===== config.mk =====
export PLATFORM = sky130hd
export DESIGN_NAME = nre_encoder
export DESIGN_NICKNAME = d
export VERILOG_FILES = /design/src/rtl/nre_pkg.sv /design/src/rtl/nre_replace.sv /design/src/rtl/nre_flip.sv /design/src/rtl/nre_encoder.sv
export SDC_FILE = /design/constraint.sdc
export NUM_CORES = 1
export LEC_CHECK = 0
export BUFFER_PORTS_ARGS = -buffer_cell sky130_fd_sc_hd__buf_2
export CAP_MARGIN = 20
export CORE_ASPECT_RATIO = 2
export CORE_MARGIN = 2
export CORE_UTILIZATION = 49
export DETAILED_ROUTE_END_ITERATION = 12
export PLACE_DENSITY = 0.8
export SYNTH_ARGS = -nofsm -noshare
export SYNTH_HDL_FRONTEND = slang
export SYNTH_SLANG_ARGS = --single-unit

===== constraint.sdc =====
create_clock -name clk -period 3.2 [get_ports clk]
set_input_delay 0 -clock clk [delete_from_list [all_inputs] [get_ports clk]]
set_output_delay 0 -clock clk [all_outputs]
set_load 0.01 [all_outputs]

===== src/rtl/nre_pkg.sv =====
// Package: shared sizing helpers for the nibble replacement encoder.
// Assumes nibble width of at least 2 bits.
package nre_pkg;
    localparam int unsigned NRE_NIB_W_DEFAULT = 4;

    // Number of nibbles per word for a given nibble width.
    function automatic int unsigned nre_nib_count(input int unsigned nib_w);
        return 32'd1 << (nib_w - 1);
    endfunction
endpackage


===== src/rtl/nre_replace.sv =====
// Module: nre_replace
// Removes all-zero nibbles (positions 2..L) by moving the current head
// nibble into the vacated slot and turning the head into a pointer.
// Assumes raw_word already carries the marker bit (1) at its MSB.
// Purely combinational; a ripple chain of NIBS-1 stages.
module nre_replace #(
    parameter int unsigned NIB_W = 4,
    parameter int unsigned NIBS  = 8
) (
    input  logic [NIB_W*NIBS-1:0] raw_word,
    output logic [NIB_W*NIBS-1:0] repl_word
);
    localparam int unsigned WORD_W = NIB_W * NIBS;
    localparam int unsigned PTR_W  = NIB_W - 1;

    logic [NIB_W-1:0] head [NIBS];

    assign head[0] = raw_word[WORD_W-1 -: NIB_W];

    generate
        for (genvar i = 1; i < NIBS; i++) begin : g_stage
            logic [NIB_W-1:0] nib;
            logic             is_zero;
            assign nib     = raw_word[WORD_W-1-i*NIB_W -: NIB_W];
            assign is_zero = (nib == '0);
            // Slot takes old head when zero; head becomes pointer to slot.
            assign repl_word[WORD_W-1-i*NIB_W -: NIB_W] = is_zero ? head[i-1] : nib;
            assign head[i] = is_zero ? {1'b0, PTR_W'(i)} : head[i-1];
        end
    endgenerate

    assign repl_word[WORD_W-1 -: NIB_W] = head[NIBS-1];
endmodule


===== src/rtl/nre_flip.sv =====
// Module: nre_flip
// Inverts every all-ones nibble whose left neighbour (after its own
// inversion decision) ends in 1. The first nibble sees a virtual 0.
// Purely combinational; left-to-right ripple over NIBS nibbles.
module nre_flip #(
    parameter int unsigned NIB_W = 4,
    parameter int unsigned NIBS  = 8
) (
    input  logic [NIB_W*NIBS-1:0] repl_word,
    output logic [NIB_W*NIBS-1:0] flip_word
);
    localparam int unsigned WORD_W = NIB_W * NIBS;

    logic prev_last [NIBS+1];

    assign prev_last[0] = 1'b0;

    generate
        for (genvar i = 0; i < NIBS; i++) begin : g_stage
            logic [NIB_W-1:0] nib;
            logic [NIB_W-1:0] res;
            assign nib = repl_word[WORD_W-1-i*NIB_W -: NIB_W];
            // Invert all-ones nibble that would extend a trailing 1.
            assign res = ((nib == '1) && prev_last[i]) ? ~nib : nib;
            assign flip_word[WORD_W-1-i*NIB_W -: NIB_W] = res;
            assign prev_last[i+1] = res[0];
        end
    endgenerate
endmodule


===== src/rtl/nre_encoder.sv =====
// Module: nre_encoder (top)
// Accepts one block of n-1 user bits per handshake, prepends the marker
// bit, runs replacement then inversion, and holds the n-bit result in a
// single output register until the consumer takes it.
// Assumes: synchronous active-low reset; in_data stable while offered.
module nre_encoder #(
    parameter int unsigned NIB_W  = nre_pkg::NRE_NIB_W_DEFAULT,
    localparam int unsigned NIBS   = nre_pkg::nre_nib_count(NIB_W),
    localparam int unsigned WORD_W = NIB_W * NIBS
) (
    input  logic              clk,
    input  logic              rst_n,
    input  logic              in_valid,
    output logic              in_ready,
    input  logic [WORD_W-2:0] in_data,
    output logic              out_valid,
    input  logic              out_ready,
    output logic [WORD_W-1:0] out_data
);
    logic [WORD_W-1:0] raw_word;
    logic [WORD_W-1:0] repl_word;
    logic [WORD_W-1:0] enc_word;
    logic              take;

    assign raw_word = {1'b1, in_data};

    nre_replace #(.NIB_W(NIB_W), .NIBS(NIBS)) u_replace (
        .raw_word (raw_word),
        .repl_word(repl_word)
    );

    nre_flip #(.NIB_W(NIB_W), .NIBS(NIBS)) u_flip (
        .repl_word(repl_word),
        .flip_word(enc_word)
    );

    assign in_ready = !out_valid || out_ready;
    assign take     = in_valid && in_ready;

    // Output slot: load on accept, clear on drain.
    always_ff @(posedge clk) begin
        if (!rst_n) begin
            out_valid <= 1'b0;
            out_data  <= '0;
        end else if (take) begin
            out_valid <= 1'b1;
            out_data  <= enc_word;
        end else if (out_ready) begin
            out_valid <= 1'b0;
        end
    end

    // Reset leaves the slot empty.
    assert_reset_empty_R9: assert property (@(posedge clk)
        !rst_n |=> !out_valid);

    // Held word does not change under back-pressure.
    assert_hold_stable_R8: assert property (@(posedge clk) disable iff (!rst_n)
        out_valid && !out_ready |=> out_valid && $stable(out_data));

    // Head nibble is never zero (never inverted, never empty).
    assert_head_nonzero_R5: assert property (@(posedge clk) disable iff (!rst_n)
        out_valid |-> out_data[WORD_W-1 -: NIB_W] != '0);

    generate
        for (genvar j = 1; j < NIBS; j++) begin : g_chk
            // A zero nibble only appears right after a nibble ending in 1.
            assert_zero_after_one_R6: assert property (@(posedge clk) disable iff (!rst_n)
                out_valid && out_data[WORD_W-1-j*NIB_W -: NIB_W] == '0
                |-> out_data[WORD_W-j*NIB_W]);
            // An all-ones nibble never survives after a nibble ending in 1.
            assert_ones_after_zero_R4: assert property (@(posedge clk) disable iff (!rst_n)
                out_valid && out_data[WORD_W-1-j*NIB_W -: NIB_W] == '1
                |-> !out_data[WORD_W-j*NIB_W]);
        end
    endgenerate
endmodule


==> results of run 1 <==
## repair_timing
action | in CTS | in global routing
endpoints found under the hold margin | 1 | 0
hold buffers | 1 | 0
gates resized for setup | 0 | 0
## critical path: stages
cell and delay [ns]:
buf_2 0.14, nor4_2 0.52, o21ai_1 0.22, o2bb2ai_1 0.25
or4_1 0.52, a2111o_1 0.42, a21oi_2 0.21, o21ai_1 0.13
a22o_1 0.20
## cell type report
type | count | area [um^2]
fill | 355 | 1275
multi-input combinational | 178 | 1121
sequential | 33 | 660.6
timing repair buffer | 73 | 380.4
clock buffer | 7 | 86.33
tap | 49 | 61.31
inverter | 6 | 22.52
## power breakdown
part           total, W  internal, W  switching [W]  leakage [nW]
combinational  0.000218    0.0000894       0.000129         0.691
sequential     0.000453     0.000440      0.0000129         0.272
clock          0.000314     0.000171       0.000144        0.0443
total          0.000985     0.000700       0.000285          1.01
## worst paths after layout
check                              end  slack (ns)  cells after the start
max reg2reg  out_data[25]$_SDFFE_PN0P_        1.81                      5
min          out_data[13]$_SDFFE_PN0P_        0.04                      3
max           out_data[6]$_SDFFE_PN0P_        0.76                      9
min reg2reg  out_data[27]$_SDFFE_PN0P_        0.46                      2
## cells in the mapped netlist (all sizes together), types with 2 or more instances
| master | n |
|---|---|
| a21boi | 6 |
| a21oi | 26 |
| a22o | 4 |
| a31o | 2 |
| a31oi | 9 |
| a32o | 6 |
| and2 | 7 |
| and3 | 2 |
| buf | 2 |
| clkbuf | 9 |
| dfxtp | 33 |
| inv | 6 |
| nand2 | 17 |
| nand3 | 5 |
| nor2 | 19 |
| nor2b | 9 |
| nor3 | 12 |
| nor4 | 9 |
| o21ai | 12 |
| o22ai | 2 |
| o2bb2ai | 2 |
| o31ai | 3 |
| or3 | 6 |
| or4 | 9 |
## through the flow
stage / cells / setup WS [ns] / utilization
2_1_floorplan: 228 / 0.9238 / -
3_3_place_gp: 338 / 0.5574 / 0.6198
3_5_place_dp: 338 / 0.5007 / 0.6198
4_1_cts: 346 / 0.7706 / 0.6465
5_1_grt: 346 / 0.5768 / 0.6465
6_report: 346 / 0.7606 / 0.6465
## cell families after synthesis
logic type      after synthesis  synth area share
flops                        33            0.3575
compound gates               80            0.3040
buf+inv                      17           0.03588
simple gates                 98            0.3026
## routing by layer
| metal | wire, um | global-route usage |
|---|---|---|
| met5 | 0 | 0 |
| met4 | 200 | 0.1412 |
| met3 | 251 | 0.04800 |
| met2 | 2810 | 0.4313 |
| met1 | 1857 | 0.2854 |
## state kept, by name (all words and copies together), names as in the netlist
name,count
out_data,32
out_valid,1
==> run metrics, run 1 <==
most frequent cells in the layout=buf_2, dfxtp_1, a21oi_1; Congestion Overflow GR=0; antenna-violating nets left=0; final worst clock skew=0.004182 ns; Yosys reg bits=33; WS Path Type=in2reg; I/O Buffers=68; Unique masters post-synth=43; clk sinks=33; via count=2056; dpl hpwl=4.141 mm; layout cells sized above 1=0.3165; worst ir drop on vdd=0.2803 mV; sequential share of the synthesized area=0.3575; prevailing post-synth register cell=dfxtp_1; Hold Crit Class=in2reg; chip width=47.43 um; Worst EP required=3.37 ns; ys async rst share=0; Clk Latency, worst-skew pair=0.27 ns; Setup crit start kind=input port; Max Fclk=409.9 MHz; Syn Area/Cell=8.105 um^2; CP max FO=6; maxcap violations=0; CTS buffer count=5; vias in the first global route=1936; Routed WL=5.119 mm; antenna cell count=0; WL per Instance=14.79 um; drt via density=5.942; launching point of the worst reg2reg path=out_valid$_SDFFE_PN0P_; Final Hold Fails=0; Worst-Margin Slew=0.7022 ns; initial antenna violation count=0; cell type with the highest aggregate area in the netlist=dfxtp_1; Row Count=31; # DRC=0; die height=90.85 um; Root Driver=clkbuf_8; IO Count=69; Power Dens Cells=422.5 nW/um^2; Post-synth EDFFs=0; largest net degree at the start of global routing=30; syn_nets=263; placed inst area=2236 um^2; leakage power=1.007 nW; Hold Startpoint=in_data[13]; synthesis-to-finish area growth=26.20%; post-route cell area=2332 um^2; Initial Utilization=0.5123; most common cell after layout, fill and taps aside=buf_2; gate count of the mapped netlist=228; Tcrit/Tclk final=0.7623; Synth area leaders=dfxtp_1, a21oi_1, nor2_1; Arr. time, crit path=2.61 ns; Longest Clk Path Bufs=2; Core Region=3607 um^2; post-route minimum period=2.439 ns; Initial DRT Pass Iterations=4; Tot Pwr=0.0009853 W; share of the synthesized area in the top cell type=0.3575; clk slew on worst S/H paths=0.07 ns; run status=completed; CP startpoint=in_data[24]; unrepaired setup endpoints after global routing=no; setup bufs post-CTS=0; Synth warnings=0; nets@finish=332; setup TNS=0 ns; CP Capture Type=flop; global-route wire length before repair=8.362 mm; H-tree depth=2; # setup viols final=0; routability cong.=0.9708; die area=4309 um^2; Max-Slew Margin vs Limit=0.5283; max-slew violations=0; Initial DRC Count=54; synthesized area=1848 um^2; CTS tree=yes; Fin Hold WS=0.03678 ns; GR Util All Layers=0.2594
(Power assumes the default switching activity.)
==> run 2, diff against run 1 <==
- ABC_AREA: not set -> 1
- CORE_UTILIZATION: 49 -> 50
- clock period: 3.2 -> 2.45 ns (I/O delays scaled with it)
==> run metrics, run 2 <==
nets@finish=375; Critical Path Most Common Cell=nand2_4; Syn Area/Cell=7.281 um^2; slowest CP cell=nor2_1; CTS tree=yes; CP startpoint=in_data[25]; launching point of the worst reg2reg path=out_valid$_SDFFE_PN0P_; CP max FO=8; placed cells=384; dpl hpwl=4.178 mm; Yosys reg bits=33; run status=completed; met2 GRT Util=0.4931; die area=4495 um^2; syn_nets=306; Initial DRT Pass Iterations=5; most frequent cell after synthesis=nand2_1; post-CTS sizing=0; Final Hold Fails=0; Congestion Overflow GR=0; IO Count=69; Layout fillers=368; Final Non-Filler Cells=392; initial antenna violation count=0; H-tree depth=2; routability cong.=0.8823; antenna-violating nets left=0; cell type with the highest aggregate area in the netlist=dfxtp_1; Power Dens Cells=548.3 nW/um^2; most frequent cells in the layout=buf_2, nand2_1, a21oi_1; placed inst area=2361 um^2; pre-CTS setup slack=0.5479 ns; unrepaired setup endpoints after global routing=no; CP Capture Type=flop; Routed WL=5.231 mm; Unique masters post-synth=31; critical-path cell list=buf_2 -> nor2_1 -> nand2_4 -> nand2_4 -> nand2_2 -> nand2_4 -> nand2_4 -> nand2_4 -> nand2_4 -> nand2_4 -> nand2_2 -> nand3_4 -> nand3_4 -> nand3_4 -> nand3_4 -> nand3_4 -> nand3_4 -> nand3_1 -> a21oi_1; I/O Buffers=68; commonest cells in the netlist=nand2_1, a21oi_1, inv_1; Setup WS post-layout=0.8432 ns; Max-Slew Margin vs Limit=0.5520; most common cell after layout, fill and taps aside=buf_2; setup bufs post-CTS=0; Fin Hold WS=0.01624 ns; via count=2027; met3 usage=0.04516; CP peak stage delay=0.19 ns; WS Path Type=in2reg; hold buffer count at CTS=0; biggest regs=out_data: 32 flops, out_valid: 1 flops; grt met1 use=0.2175; Synth warnings=0; Worst EP required=2.59 ns; Worst-Margin Slew=0.6712 ns; drt via density=5.171; Worst R2R Path Depth=8; Synth area leaders=dfxtp_1, nand2_1, a21oi_1; Arr. time, crit path=1.75 ns; leakage power=1.264 nW; synthesized area=1973 um^2; GRT busiest layer=met2; # setup viols final=0; WL per Instance=13.34 um; gate count of the mapped netlist=271; Hold Crit Class=in2reg; final worst clock skew=0.008070 ns; die height=92.84 um; RR Endpoint=out_data[9]$_SDFFE_PN0P_; Tcrit/Tclk final=0.6558; layout cells sized above 1=0.3372; Root Driver=clkbuf_8; maxcap violations=0; R2R setup slack=1.01 ns; Longest Clk Path Bufs=2; clk sinks=33; CTS buffer count=5; largest net degree at the start of global routing=27; max reg flops=32; share of the synthesized area in the top cell type=0.3348; antenna cell count=0; Clk Latency, worst-skew pair=0.29 ns; Post-synth EDFFs=0; Setup crit start kind=input port; Initial DRC Count=29; # DRC=0; Row Count=32; post-route cell area=2462 um^2; Max Fclk=622.4 MHz; Initial Utilization=0.5187; max-slew violations=0; vias in the first global route=1969; Setup crit end=out_data[3]$_SDFFE_PN0P_; Largest Register=out_data; setup TNS=0 ns; chip width=48.42 um; worst ir drop on vdd=0.4212 mV; synthesis-to-finish area growth=24.79%; GR Util All Layers=0.2457; global-route wire length before repair=8.549 mm; ys async rst share=0; Core Region=3804 um^2; clk slew on worst S/H paths=0.06 ns; post-route minimum period=1.607 ns; sequential share of the synthesized area=0.3348; prevailing post-synth register cell=dfxtp_1
## run 2: cell count changes after synthesis, sizes merged, moves of 7 or more
cell   previous run  this run
or4               9         0
nor4              9         1
and2              7         0
nand2            17        79
nand3             5        26
a21oi            26        38
nor3             12         2
inv               6        36
nor2b             9         0
o21ai            12        20
## run 2: final cells by class
cell class | count | area (um^2) | area share
multi-input combinational | 193 | 1139 | 0.4624
timing repair buffer | 71 | 362.8 | 0.1474
inverter | 36 | 135.1 | 0.05488
sequential | 33 | 660.6 | 0.2683
tap | 51 | 63.81 | 0.02591
clock buffer | 7 | 96.34 | 0.03913
clock inverter | 1 | 5.005 | 0.002033
## run 2: critical path, delay by kind of cell
family | cells | cell delay [ns]
and+or+nand+nor | 17 | 1.57
AOI/OAI and AO/OA | 1 | 0.06
buffers and inverters | 1 | 0.11
## run 2: layer usage
metal  wire [um]  part of all wire
met1        1766              0.34
met2        3028              0.58
met3         207             0.040
met4         228             0.044
met5           0                 0
## run 2: how the worst min path moves through the flow
stage | startpoint | to | slack [ns] | cells past startpoint
after floorplan | out_ready | in_ready | 0.13 | 2
after detailed placement | out_ready | out_valid$_SDFFE_PN0P_ | 0.31 | 4
after global routing | out_ready | out_valid$_SDFFE_PN0P_ | 0.05 | 4
after global placement | out_ready | out_valid$_SDFFE_PN0P_ | 0.30 | 4
after CTS | out_ready | out_valid$_SDFFE_PN0P_ | 0.008 | 4
final | out_ready | out_valid$_SDFFE_PN0P_ | 0.02 | 4
## run 2: kinds of logic (layout without fill, tap and decap cells)
logic type | after synthesis | count (layout) | share of synthesized area
simple gates | 128 | 128 | 0.3849
compound gates | 65 | 65 | 0.1921
buf+inv | 45 | 115 | 0.08814
flops | 33 | 33 | 0.3348
## run 2: stage by stage
step	total power, W	utilization
after floorplan	0.0007992	-
after global placement	0.0009063	0.6207
after detailed placement	0.0009112	0.6207
after CTS	0.001363	0.6474
after global routing	0.001417	0.6474
final	0.001350	0.6474
## run 2: report_power, final
part | switching, W | internal [W]
Clock | 0.000197 | 0.000254
Sequential | 0.0000179 | 0.000575
Combinational | 0.000192 | 0.000114
Total | 0.000407 | 0.000943
==> run 3, diff against run 2 <==
- clock period: 2.45 -> 1.5 ns (I/O delays scaled with it)
==> run metrics, run 3 (synthesized netlist as in run 2, its figures left out) <==
antenna cell count=0; CP peak stage delay=0.29 ns; Worst EP required=1.67 ns; placed inst area=2863 um^2; via count=2342; most common cell after layout, fill and taps aside=buf_4; Internal Dissipation=0.001577 W; combinational share of power=0.298; layout cells sized above 1=0.4927; Clk Latency, worst-skew pair=0.29 ns; hold buffer count at CTS=0; maxcap violations=0; Congestion Overflow GR=0; initial antenna violation count=0; Root Driver=clkbuf_8; clock share of power=0.283; setup TNS=0 ns; drt via density=5.080; NetSw=0.0007398 W; largest net degree at the start of global routing=18; Final Hold Fails=0; clk slew on worst S/H paths=0.07 ns; Core Region=3804 um^2; Worst R2R Path Depth=6; Critical Path Most Common Cell=nand3_4; Arr. time, crit path=1.64 ns; # DRC=0; Row Count=32; GR Util All Layers=0.2849; CTS buffer count=5; routability cong.=0.9546; sequential share of power=0.419; Setup WS post-layout=0.03004 ns; Sw Ratio=0.3194; max-slew violations=0; WL per Instance=13.81 um; vias in the first global route=2356; CTS tree=yes; Initial DRT Pass Iterations=4; Initial DRC Count=68; antenna-violating nets left=0; Longest Clk Path Bufs=2; Fin Hold WS=0.005864 ns; dpl hpwl=4.768 mm; biggest regs=out_data: 32 flops, out_valid: 1 flops; IO Count=69; leakage power=1.614 nW; Hold Crit Class=in2reg; CP Capture Type=flop; worst ir drop on vdd=0.6331 mV; max reg flops=32; # setup viols final=0; Tcrit/Tclk final=0.9800; die height=92.84 um; post-route cell area=3107 um^2; run status=completed; unrepaired setup endpoints after global routing=yes; Setup crit start kind=input port; Worst-Margin Slew=0.4401 ns; slowest CP cell=nor3b_4; clk sinks=33; post-route minimum period=1.470 ns; Max Fclk=680.3 MHz; Power Dens Cells=745.6 nW/um^2; CP max FO=5; nets@finish=444; WS Path Type=in2reg; Initial Utilization=0.5187; global-route wire length before repair=9.929 mm; Routed WL=6.368 mm; synthesis-to-finish area growth=57.45%; pre-CTS setup slack=-0.3016 ns; H-tree depth=2; chip width=48.42 um; Max-Slew Margin vs Limit=0.7052; most frequent cells in the layout=buf_4, buf_2, nand2_1; final worst clock skew=0.005572 ns; hold path cells=4; I/O Buffers=68; critical-path cell list=buf_6 -> buf_6 -> nand3b_1 -> nand2_1 -> nand2_2 -> nor3b_4 -> nand2_4 -> nand3_4 -> nand3_4 -> nand3_4 -> nand3_4 -> nand3_4 -> nand3_4 -> nand3_2 -> a21oi_1; Largest Register=out_data; die area=4495 um^2
-- run 3: cell types whose count changed in the layout (fill, tap and decap cells not counted), moves of 4 or more --
cell	change
a21oi_1	-4
buf_6	+5
nand2_1	-4
buf_4	+67
nor2_1	-4
buf_2	-4
a21oi_2	+4
-- run 3: per-layer routing --
layer	GRT usage	vias up	wire length [um]
met5	0	-	0
met4	0.1452	0	274
met3	0.03710	22	218
met2	0.5938	78	3751
met1	0.2523	1077	2124
li1	-	1165	-
-- run 3: final cells by class --
class / count / area [um^2]
clock inverter: 2 / 10.01
multi-input combinational: 193 / 1242
sequential: 33 / 660.6
clock buffer: 6 / 72.57
timing repair buffer: 140 / 922.1
tap: 51 / 63.81
fill: 246 / 696.9
inverter: 36 / 135.1
-- run 3: power groups by stage --
stage | Combinational [W] | Clock (W) | Sequential [W]
final | 0.000690 | 0.000656 | 0.000970
after global routing | 0.000750 | 0.000699 | 0.000975
after CTS | 0.000639 | 0.000656 | 0.000968
after detailed placement | 0.000633 | 0 | 0.000987
after global placement | 0.000618 | 0 | 0.000986
after floorplan | 0.000293 | 0 | 0.00102
-- run 3: repair_timing --
| action | in CTS | in global routing |
|---|---|---|
| buffers inserted | 0 | 7 |
| pin swaps | 0 | 3 |
| resized for setup | 1 | 33 |
| setup endpoints to repair | 1 | 10 |
-- run 3: worst paths after layout --
kind                                  from  slack (ns)                        end
hold reg to reg   out_data[5]$_SDFFE_PN0P_        0.46   out_data[5]$_SDFFE_PN0P_
hold / removal                   out_ready       0.006     out_valid$_SDFFE_PN0P_
setup reg to reg    out_valid$_SDFFE_PN0P_        0.19  out_data[24]$_SDFFE_PN0P_
setup / recovery               in_data[25]        0.03   out_data[3]$_SDFFE_PN0P_
-- run 3: metrics by stage --
stage / cells / power (W) / utilization
4_1_cts: 454 / 0.002264 / 0.7753
3_3_place_gp: 446 / 0.001604 / 0.7526
5_1_grt: 461 / 0.002424 / 0.8168
6_report: 461 / 0.002316 / 0.8168
3_5_place_dp: 446 / 0.001620 / 0.7526
2_1_floorplan: 271 / 0.001311 / -
-- run 3: critical path: cells and delay by family --
family          cells  cell delay, ns
simple gates       12            1.36
buf+inv             2            0.20
compound gates      1            0.06
